`src/rtl/lic_pkg.sv`:
```
package lic_pkg;
  localparam int unsigned ADDR_W   = 4;
  localparam int unsigned DATA_W   = 16;
  localparam int unsigned CODE_LSB = 2;
  localparam int unsigned CODE_W   = 6;
  localparam logic [ADDR_W-1:0] A_MASK = 4'h0;
  localparam logic [ADDR_W-1:0] A_STAT = 4'h1;
endpackage

```
`src/rtl/lic_mask_reg.sv`:
```
module lic_mask_reg
  import lic_pkg::*;
#(
  parameter int unsigned DW = DATA_W,
  parameter int unsigned AW = ADDR_W
) (
  input  logic          clk,
  input  logic          rst_n,
  input  logic          wr,
  input  logic [AW-1:0] addr,
  input  logic [DW-1:0] wdata,
  output logic [DW-1:0] mask_q
);
  logic hit;
  assign hit = wr && (addr == AW'(A_MASK));

  always_ff @(posedge clk or negedge rst_n) begin
    if (!rst_n)   mask_q <= '0;
    else if (hit) mask_q <= wdata;
  end

  AST_MASK_WRITE: assert property (@(posedge clk) disable iff (!rst_n)
    hit |=> (mask_q == $past(wdata)));
  AST_MASK_KEEP: assert property (@(posedge clk) disable iff (!rst_n)
    !hit |=> $stable(mask_q));
endmodule

```
`src/rtl/lic_prio_enc.sv`:
```
module lic_prio_enc
  import lic_pkg::*;
#(
  parameter int unsigned NSRC = 15,
  parameter int unsigned CW   = CODE_W
) (
  input  logic            clk,
  input  logic            rst_n,
  input  logic [NSRC-1:0] pend,
  output logic [CW-1:0]   code,
  output logic            any
);
  logic [NSRC:0]   taken;
  logic [NSRC-1:0] win;

  assign taken[0] = 1'b0;
  for (genvar i = 0; i < NSRC; i++) begin : g_chain
    assign win[i]      = pend[i] & ~taken[i];
    assign taken[i+1]  = taken[i] | pend[i];
  end
  assign any = taken[NSRC];

  always_comb begin
    code = '0;
    for (int i = 0; i < NSRC; i++)
      if (win[i]) code = code | CW'(i + 1);
  end

  AST_CODE_PENDING: assert property (@(posedge clk) disable iff (!rst_n)
    (code != '0) |-> pend[code - 1'b1]);
  AST_CODE_LOWEST: assert property (@(posedge clk) disable iff (!rst_n)
    (code != '0) |-> ((pend & ((NSRC'(1) << (code - 1'b1)) - NSRC'(1))) == '0));
  AST_CODE_NONE: assert property (@(posedge clk) disable iff (!rst_n)
    (pend == '0) |-> (code == '0));
endmodule

```
`src/rtl/lic_err_latch.sv`:
```
module lic_err_latch #(
  parameter int unsigned NERR = 2
) (
  input  logic            clk,
  input  logic            rst_n,
  input  logic [NERR-1:0] err_i,
  input  logic            clr,
  output logic [NERR-1:0] flags
);
  logic [NERR-1:0] err_d;
  logic [NERR-1:0] rise;

  for (genvar k = 0; k < NERR; k++) begin : g_flag
    assign rise[k] = err_i[k] & ~err_d[k];

    always_ff @(posedge clk or negedge rst_n) begin
      if (!rst_n) begin
        err_d[k] <= 1'b0;
        flags[k] <= 1'b0;
      end else begin
        err_d[k] <= err_i[k];
        flags[k] <= rise[k] | (flags[k] & ~clr);
      end
    end

    AST_FLAG_SET: assert property (@(posedge clk) disable iff (!rst_n)
      rise[k] |=> flags[k]);
    AST_FLAG_STICKY: assert property (@(posedge clk) disable iff (!rst_n)
      (flags[k] && !clr) |=> flags[k]);
    AST_FLAG_CLEAR: assert property (@(posedge clk) disable iff (!rst_n)
      (clr && !rise[k]) |=> !flags[k]);
  end
endmodule

```
`src/rtl/loc_irq_ctrl.sv`:
```
module loc_irq_ctrl
  import lic_pkg::*;
#(
  parameter int unsigned NSRC = 15,
  parameter int unsigned NERR = 2
) (
  input  logic              clk,
  input  logic              rst_n,
  input  logic              reg_wr,
  input  logic              reg_rd,
  input  logic [ADDR_W-1:0] reg_addr,
  input  logic [DATA_W-1:0] reg_wdata,
  output logic [DATA_W-1:0] reg_rdata,
  input  logic [NSRC-1:0]   req_i,
  input  logic [NERR-1:0]   err_i,
  output logic              irq_o
);
  logic [DATA_W-1:0] mask_q;
  logic [NSRC-1:0]   pend;
  logic [CODE_W-1:0] code;
  logic              any;
  logic [NERR-1:0]   flags;
  logic              stat_rd;
  logic [DATA_W-1:0] stat_word;
  logic              unused_hi;

  lic_mask_reg #(.DW(DATA_W), .AW(ADDR_W)) u_mask (
    .clk(clk), .rst_n(rst_n), .wr(reg_wr), .addr(reg_addr),
    .wdata(reg_wdata), .mask_q(mask_q)
  );

  assign pend      = req_i & mask_q[NSRC-1:0];
  assign unused_hi = ^mask_q[DATA_W-1:NSRC];

  lic_prio_enc #(.NSRC(NSRC), .CW(CODE_W)) u_enc (
    .clk(clk), .rst_n(rst_n), .pend(pend), .code(code), .any(any)
  );

  assign stat_rd = reg_rd && (reg_addr == A_STAT);

  lic_err_latch #(.NERR(NERR)) u_err (
    .clk(clk), .rst_n(rst_n), .err_i(err_i), .clr(stat_rd), .flags(flags)
  );

  always_comb begin
    stat_word = '0;
    stat_word[CODE_LSB +: CODE_W] = code;
    stat_word[NERR-1:0]           = flags;
  end

  always_ff @(posedge clk or negedge rst_n) begin
    if (!rst_n) begin
      irq_o     <= 1'b0;
      reg_rdata <= '0;
    end else begin
      irq_o <= any;
      if (reg_rd) begin
        case (reg_addr)
          A_MASK:  reg_rdata <= mask_q;
          A_STAT:  reg_rdata <= stat_word;
          default: reg_rdata <= '0;
        endcase
      end
    end
  end

  AST_IRQ_RISE: assert property (@(posedge clk) disable iff (!rst_n)
    (|(req_i & mask_q[NSRC-1:0])) |=> irq_o);
  AST_IRQ_FALL: assert property (@(posedge clk) disable iff (!rst_n)
    !(|(req_i & mask_q[NSRC-1:0])) |=> !irq_o);
  AST_RDATA_HOLD: assert property (@(posedge clk) disable iff (!rst_n)
    !reg_rd |=> $stable(reg_rdata));
  AST_RDATA_UNMAPPED: assert property (@(posedge clk) disable iff (!rst_n)
    (reg_rd && reg_addr != A_MASK && reg_addr != A_STAT) |=> (reg_rdata == '0));
endmodule

```
`config.mk`:
```
export PLATFORM = sky130hd
export DESIGN_NAME = loc_irq_ctrl
export DESIGN_NICKNAME = d
export VERILOG_FILES = /design/src/rtl/lic_pkg.sv /design/src/rtl/lic_mask_reg.sv /design/src/rtl/lic_prio_enc.sv /design/src/rtl/lic_err_latch.sv /design/src/rtl/loc_irq_ctrl.sv
export SDC_FILE = /design/constraint.sdc
export NUM_CORES = 1
export LEC_CHECK = 0
export ABC_AREA = 0
export BUFFER_PORTS_ARGS = -buffer_cell sky130_fd_sc_hd__buf_2
export CORE_ASPECT_RATIO = 1.2
export CORE_MARGIN = 2
export CORE_UTILIZATION = 45
export CTS_BUF_LIST = sky130_fd_sc_hd__clkbuf_16
export DETAILED_ROUTE_END_ITERATION = 8
export PLACE_DENSITY = 0.74
export SYNTH_ARGS = -nofsm -noshare
export SYNTH_HDL_FRONTEND = slang
export SYNTH_SLANG_ARGS = --single-unit
```
`constraint.sdc`:
```
create_clock -name clk -period 1.8 [get_ports clk]
set_clock_uncertainty 0.1 [all_clocks]
set_input_delay 0.36 -clock clk [delete_from_list [all_inputs] [get_ports clk]]
set_output_delay 0.36 -clock clk [all_outputs]
set_load 0.05 [all_outputs]
```
# Word level (Yosys, flattened, before mapping)
# Cells that the tools add are included.
# classes
eq_ne	1
n_mux	16
bitwise_logic	52
n_reduce_logical	3
# op_table
cell	n
two-way mux 4 bit	8
case mux 16 bit (2 select lines)	1
bitwise AND 1 bit	18
inverter 1 bit	17
OR 1 bit	16
bitwise AND 15 bit	1
two-way mux 3 bit	4
equality test 4 x 1 -> 1 bit, second input constant	1
zero test 4 bit	1
two-way mux 2 bit	2
logical AND 1 bit	2
two-way mux 1 bit	1
# word_totals
register_bits	37
inputBits	41
elab_cells	79

# Longest topological paths before layout
# Gate-level depths: netlist of the first run.
# depth
ltp_word	18
ltp_mapped	5

# By module
# Synthesis of the first run repeated with hierarchy kept, for this count alone.
# unflattened
cells_unflattened	165
area_unflattened_um2	1820.5
# by_module_without_submodules
mod	n_inst	cells_each	area_per_inst_um2	seq_area_each_um2
loc_irq_ctrl	1	89	882.1	425.4
lic_mask_reg	1	35	619.3	400.4
lic_prio_enc	1	31	191.4	0.0
lic_err_latch	1	10	127.6	100.1

# Worst setup path before layout of the first run
# OpenSTA, ideal clock, no wires.
# synth_path
path_kind	flip-flop to flip-flop
start	reg u_mask.mask_q[7]
end	reg irq_o
t_arrival_ns	1.362
t_required_ns	1.561
setup_slack_ns	0.199
stages_incl_launch_ff	5
n_path_buf	0
period_less_slack_ns	1.601
cell_sequence	dfrtp_1 > a22o_1 > a21oi_2 > nand4_1 > or4_1
# synth_between
elab_chain_cells	9
# synth_lines
item	line_no	source
start: declaration	lic_mask_reg.sv:12	output logic [DW-1:0] mask_q
start signal: assignment	lic_mask_reg.sv:19	else if (hit) mask_q <= wdata;
bitwise AND 15 bit	loc_irq_ctrl.sv:32	assign pend = req_i & mask_q[NSRC-1:0];
OR 1 bit (8 in a row)	lic_prio_enc.sv:19	assign taken[i+1] = taken[i] | pend[i];
via any	loc_irq_ctrl.sv:21	logic any;
end signal: assignment	loc_irq_ctrl.sv:56	irq_o <= any;
end: declaration	loc_irq_ctrl.sv:16	output logic irq_o
# The timed path passes the listed nets, and every way through them passes these cells.
# A chain may end at the register's enable or synchronous reset.

# Worst setup path in the final report of the first run
# layout_path
start	reg u_mask.mask_q[6]
end	reg reg_rdata[2]
# layout_between
elab_chain_cells	13
word_cells_on_any_way	28
# layout_lines
item	line_no	source
bitwise AND 15 bit (*)	loc_irq_ctrl.sv:32	
OR 1 bit (2 in a row)	lic_prio_enc.sv:19	
inverter 1 bit / OR 1 bit (equally long branches)	lic_prio_enc.sv:18, lic_prio_enc.sv:19	
bitwise AND 1 bit / OR 1 bit (equally long branches)	lic_prio_enc.sv:18, lic_prio_enc.sv:19	
two-way mux 4 bit, or another cell as far along (4 in a row)	lic_prio_enc.sv:26	if (win[i]) code = code | CW'(i + 1);
two-way mux 4 bit / inverter 1 bit (equally long branches)	lic_prio_enc.sv:26, lic_prio_enc.sv:18	
two-way mux 4 bit / bitwise AND 1 bit (equally long branches)	lic_prio_enc.sv:26, lic_prio_enc.sv:18	
two-way mux 4 bit (*)	lic_prio_enc.sv:26	
case mux 16 bit (2 select lines) (*)	loc_irq_ctrl.sv:58	case (reg_addr)
end signal: assignment	loc_irq_ctrl.sv:59	A_MASK: reg_rdata <= mask_q;
end signal: assignment	loc_irq_ctrl.sv:60	A_STAT: reg_rdata <= stat_word;
end: declaration	loc_irq_ctrl.sv:13	output logic [DATA_W-1:0] reg_rdata,
# Mark *: on every way between the ends. The rest lies on a longest branch, timed or not.

==> results.ini, run 1 <==
[synthesis]
ys_seq_elements=37
netlist_top_cells_area=dfrtp_1, mux2_2, a22o_1
synth_xor_area_share_pct=0
synth_warnings=0
synth_area_um2=1583
avgSynthCellArea_um2=12.37
async_flop_share_pct=100.0
yosys.area_share.simple_pct=9.328
synth_ff_type=dfrtp_1
synth_seq_area_share_pct=58.50
synth_edf_count=0
syn_nets=169
synth_top_area_share_pct=58.50
synth_top_family_by_area=compound AO/OA/AOI/OAI gates
synthAdderAreaFrac_pct=0
synthMuxAreaShare_pct=12.65
yosysTopAreaCell=dfrtp_1
synthCells=128
ys_types=31
synth_compound_area_share_pct=17.71

[timing]
fmax_ghz=0.5901
period_needed_ns=1.695
finalCritPeriodShare_pct=94.14
holdWs_ns=0.09641
setup_viol=0
worst_pin_slew_ns=0.5257
slew_headroom_pct=64.92
drv_slew=0
rsz0062_at_grt=no
hold_viol_final=0
finalSetupTns_ns=0

[setup_path]
timing.critical_path.from_type=flop
cp_data_required_time_ns=1.91
path_delay_family=compound AO/OA/AOI/OAI gates
worstRegToRegCells=6
cp_slowest_stage_delay_ns=0.42
cpMaxStageDelayCell=a2111oi_0
worst-path-stages=6
worst_setup_path_end_kind=flop
critPathKind=flop to flop
crit_arrival_ns=1.80
crit_fanout=4
cp_cell_sequence=a22oi_1 -> nand2_1 -> a2111oi_0 -> buf_4 -> o31ai_1 -> o211ai_1
path_buf_inv=1

[final_layout]
final_layout_size_suffix_gt1_share_pct=46.04
fin_cells=239
diodes=0
nNetsFinal=242
final_util_pct=63.43
area_growth_pct=34.94
final_area_um2=2136

[die]
die_x_um=58.14
top_level_ports=58
row_count=23
dieArea_um2=4010
die_h_um=68.97
core_area_um2=3367
start_util_pct=47.01

[clocking]
worstSkewPairLatency_ns=0.28
htreeDepth=2
clock_sinks=37
clock_path_buffers=2
cts_root_buffer=clkbuf_16
clk_pin_slew_ns=0.06
cts_inserted_buffers=5
cts_tree=built

[flow_run]
maxCapViolCount=0

[min_path]
hold_depth=1
hold_class=input port to flop

[routing]
vias=1336
dr.pass1.iters=4
detail_route.wl_per_cell_um=16.73
viasPerCell=5.590
remaining_drc_errors=0
drt_iter0_markers=57
routed_wl_um=3999
antenna_left=0

[global_routing]
grt_pass1_vias=1419
track_usage_pct=22.25
grt_max_degree=24
antenna_found_initial=0
grt_pass1_wl_um=6389
grt-ovfl-total=0

[place]
portBuffers=57
postPlaceCellArea_um2=1976
place_inst=229
gp_congestion=0.8275

[power]
p_per_area_nw_per_um2=1078
ir_worst_vdd_uv=776.1
leakage_nw=1.109

[run_status]
status=complete, no violations

layout make-up:
type | count | area (µm²)
inverters | 4 | 15.01
fillers | 281 | 1231
multi-input cells | 84 | 634.4
repair buffers | 69 | 377.9
well taps | 37 | 46.29
clock buffers | 5 | 125.1
clock inverters | 3 | 11.26
flip-flops and latches | 37 | 925.9
final timing paths:
| kind | startpoint | endpoint | slack [ns] |
|---|---|---|---|
| max in group asynchronous | rst_n | u_mask.mask_q[10] | 0.53 |
| min reg2reg | u_err.err_d[1] | u_err.flags[1] | 0.33 |
| min | err_i[1] | u_err.err_d[1] | 0.1 |
| max reg2reg | u_mask.mask_q[6] | reg_rdata[2] | 0.11 |
| max | u_mask.mask_q[6] | reg_rdata[2] | 0.11 |
| min in group asynchronous | rst_n | reg_rdata[5] | 0.48 |
registers in the layout, summed over array words and instances, names as in the netlist:
register / flops
reg_rdata: 16
u_mask.mask_q: 16
u_err.err_d: 2
u_err.flags: 2
irq_o: 1
placed cells by master, fill, tap and decap left out, drive strengths merged, types with 3 or more instances in the layout:
master and n:
a21oi 5, a22o 11, a22oi 6, buf 68
clkbuf 5, dfrtp 37, inv 7, mux2 16
nand2 14, nor2 3, o21ai 3
logic make-up after synthesis:
| logic type | count (synthesis) |
|---|---|
| and+or+nand+nor | 30 |
| AOI/OAI and AO/OA | 36 |
| DFF | 37 |
| buffers and inverters | 7 |
| muxes | 18 |
worst register-to-register path: cells and delay by family (launching register included):
kind	cells	cell delay [ns]
buffers and inverters	1	0.18
flip-flops	1	0.40
AND/OR/NAND/NOR	1	0.16
AO/OA/AOI/OAI	4	0.78
stage by stage:
stage / worst slack [ns] / power, W
final: 0.1054 / 0.002302
after global routing: 0.02925 / 0.002408
after CTS: 0.04829 / 0.002312
after detailed placement: 0.02670 / 0.001484
after global placement: 0.09369 / 0.001464
after floorplan: 0.1990 / 0.001286
synthesized netlist by cell type (2+ instances only):
| cell | number |
|---|---|
| a22oi_1 | 6 |
| buf_2 | 2 |
| mux2_2 | 16 |
| a32oi_1 | 2 |
| nor2b_1 | 2 |
| nand4_1 | 2 |
| a21oi_1 | 4 |
| nand3_1 | 2 |
| dfrtp_1 | 37 |
| inv_1 | 4 |
| o211ai_1 | 2 |
| o21ai_0 | 3 |
| o2bb2ai_1 | 2 |
| nor2_1 | 3 |
| nor4_1 | 2 |
| a22o_1 | 10 |
| nand2_1 | 14 |
| mux2i_1 | 2 |
repair_timing:
item / 4_1_cts / 5_1_grt
hold endpoints to repair: 22 / 0
endpoints found under the setup margin: 0 / 3
gates resized for setup: 0 / 1
setup buffers: 0 / 1
hold buffers: 1 / 0
where the power goes:
group          total (W)  internal, W  switching (W)
Sequential       0.00102     0.000939      0.0000836
Combinational   0.000463     0.000212       0.000251
Clock           0.000817     0.000497       0.000320
layer usage:
layer	track usage, %	share of wire (%)	vias up
met5	0	0	-
met4	11.63	2.2	0
li1	-	-	631
met1	25.30	40	648
met3	7.649	6.6	7
met2	37.22	51	50
Note: power is estimated with default switching activity, not from simulation.
==> run 2: changes to the inputs <==
--- a/config.mk
+++ b/config.mk
@@ -10,7 +10,6 @@
 export CORE_ASPECT_RATIO = 1.2
 export CORE_MARGIN = 2
 export CORE_UTILIZATION = 45
-export CTS_BUF_LIST = sky130_fd_sc_hd__clkbuf_16
 export DETAILED_ROUTE_END_ITERATION = 8
 export PLACE_DENSITY = 0.74
 export SYNTH_ARGS = -nofsm -noshare
==> run 2 against run 1 <==
Net effect:
- sequential share of layout area rose by 1.3 points
- register-to-register slack worse by 0.03 ns
- hold slack worse by 0.0048 ns
- utilization shrank 1.9 points
- flip-flop and latch count unchanged
- non-clock buffer count did not move
- clock power decreased by 33%
- critical path depth shrank 2
- largest power group unchanged
- highest routed layer unchanged
==> results.ini, run 2 (synthesis gave the netlist of run 1 again) <==
[setup_path]
crit_arrival_ns=1.78  ; -0.02 ns
crit_fanout=3  ; -1
worst_setup_path_end_kind=flop
critPathKind=flop to flop
reg2reg_slack_ns=0.08  ; -0.03 ns
timing.critical_path.from_type=flop
cp_data_required_time_ns=1.86  ; -0.05 ns

[routing]
remaining_drc_errors=0  ; unchanged
viasPerCell=5.619  ; +0.52%
routed_wl_um=3890  ; -2.7%
detail_route.wl_per_cell_um=16.28  ; -2.7%
drt_iter0_markers=46  ; -19%
vias=1343  ; +0.52%
dr.pass1.iters=4  ; unchanged
antenna_left=0  ; unchanged

[global_routing]
antenna_found_initial=0  ; unchanged
grt_pass1_vias=1404  ; -1.1%
grt-ovfl-total=0  ; unchanged
grt_pass1_wl_um=6265  ; -1.9%
track_usage_pct=21.44  ; -0.82 points
grt_max_degree=24  ; unchanged

[timing]
finalSetupTns_ns=0  ; unchanged
fmax_ghz=0.5814  ; -1.5%
setup_viol=0  ; unchanged
slew_headroom_pct=65.12  ; +0.21 points
hold_viol_final=0  ; unchanged
finalCritPeriodShare_pct=95.56  ; +1.4 points
drv_slew=0  ; unchanged
rsz0062_at_grt=no
period_needed_ns=1.720  ; +0.02539 ns
worst_pin_slew_ns=0.5226  ; -0.003082 ns

[final_layout]
final_area_um2=2073  ; -2.9%
final_util_pct=61.58  ; -1.9 points
area_growth_pct=30.99
nNetsFinal=242  ; unchanged
final_common_cell=buf_2
reg_top3=reg_rdata: 16 flops, u_mask.mask_q: 16 flops
diodes=0  ; unchanged
final_layout_size_suffix_gt1_share_pct=45.54  ; -0.50 points
nFillCells=283  ; +0.71%
layout_common_cells=buf_2, dfrtp_1, mux2_2, nand2_1, buf_4
fin_cells=239  ; unchanged

[power]
swShare_pct=29.83  ; +1.4 points
p_seq_share_pct=50.3  ; +5.9 points
p_per_area_nw_per_um2=978.6  ; -9.2%
p_int_w=0.001424  ; -14%
p_sw_w=0.0006052  ; -7.5%
total_power_w=0.002029  ; -12%
power_frac_clock_pct=27.1  ; -8.4 points
combPwrFrac_pct=22.6  ; +2.5 points
ir_worst_vdd_uv=671.2  ; -14%
leakage_nw=1.070  ; -3.5%

[min_path]
hold_class=input port to flop

[die]
die_h_um=68.97  ; unchanged
row_count=23  ; unchanged
core_area_um2=3367  ; unchanged
top_level_ports=58  ; unchanged
dieArea_um2=4010  ; unchanged
die_x_um=58.14  ; unchanged
start_util_pct=47.01  ; unchanged

[run_status]
status=complete, no violations

[place]
postPlaceCellArea_um2=1976  ; unchanged
gp_congestion=0.8275  ; unchanged
portBuffers=57  ; unchanged
place_inst=229  ; unchanged

[clocking]
htreeDepth=2  ; unchanged
cts_tree=built
cts_root_buffer=clkbuf_8
clk_pin_slew_ns=0.07  ; about the same
post_cts_resized=0  ; unchanged
worstSkewPairLatency_ns=0.29  ; about the same
cts_inserted_buffers=5  ; unchanged
clock_sinks=37  ; unchanged
clock_path_buffers=2  ; unchanged

[flow_run]
maxCapViolCount=0  ; unchanged

-- run 2: changes by cell type in the layout (fill, tap and decap cells not counted) --
cell / change
clkbuf_1: +3
clkbuf_16: -5
clkbuf_8: +5
inv_1: -3
nor4_1: +1
nor4_2: -1
-- run 2: metal layers --
metal	track usage, %	share of wire [%]	vias up	routed length [µm]
met3	6.530	6.1	7	239
met1	25.03	40	661	1547
met4	9.302	1.9	0	74
met2	36.65	52	43	2029
met5	0	0	-	0
li1	-	-	632	-
-- run 2: final timing paths --
check | cells after the start | to | startpoint
setup / recovery | 4 | irq_o | u_mask.mask_q[7]
hold / removal | 1 | u_err.err_d[1] | err_i[1]
setup reg to reg | 4 | irq_o | u_mask.mask_q[7]
hold reg to reg | 1 | u_err.flags[1] | u_err.err_d[1]
max in group asynchronous | 3 | reg_rdata[10] | rst_n
min in group asynchronous | 2 | reg_rdata[12] | rst_n
-- run 2: per-stage QoR --
step           hold slack (ns)  worst slack [ns]
6_report               0.09158           0.08001
5_1_grt                0.08156          0.003369
4_1_cts                0.08607           0.04590
3_5_place_dp            0.2563           0.02670
3_3_place_gp            0.2474           0.09369
2_1_floorplan         -0.03559            0.1990
-- run 2: power by group through the flow --
stage                     clock network [W]  registers [W]  logic [W]
after floorplan                           0        0.00108   0.000206
after global placement                    0        0.00103   0.000430
after detailed placement                  0        0.00104   0.000447
after CTS                          0.000561        0.00102   0.000453
after global routing               0.000602        0.00103   0.000504
final                              0.000550        0.00102   0.000459
-- run 2: critical path, cell delays in order (launching register included) --
cell and delay, ns:
dfrtp_1 0.40, a22o_1 0.26, a21oi_2 0.18, nand4_1 0.14, or4_1 0.51
-- run 2: repair_timing --
| action | 4_1_cts | 5_1_grt |
|---|---|---|
| hold buffers | 1 | 0 |
| endpoints found under the setup margin | 0 | 1 |
| setup buffers | 0 | 1 |
| endpoints found under the hold margin | 22 | 0 |
-- run 2: layout make-up --
cell class              instances  area [µm²]  share of cell area, %
clock buffers                   8       80.08                  3.862
inverters                       4       15.01                 0.7242
multi-input cells              84       628.1                  30.30
flip-flops and latches         37       925.9                  44.66
well taps                      37       46.29                  2.233
repair buffers                 69       377.9                  18.23
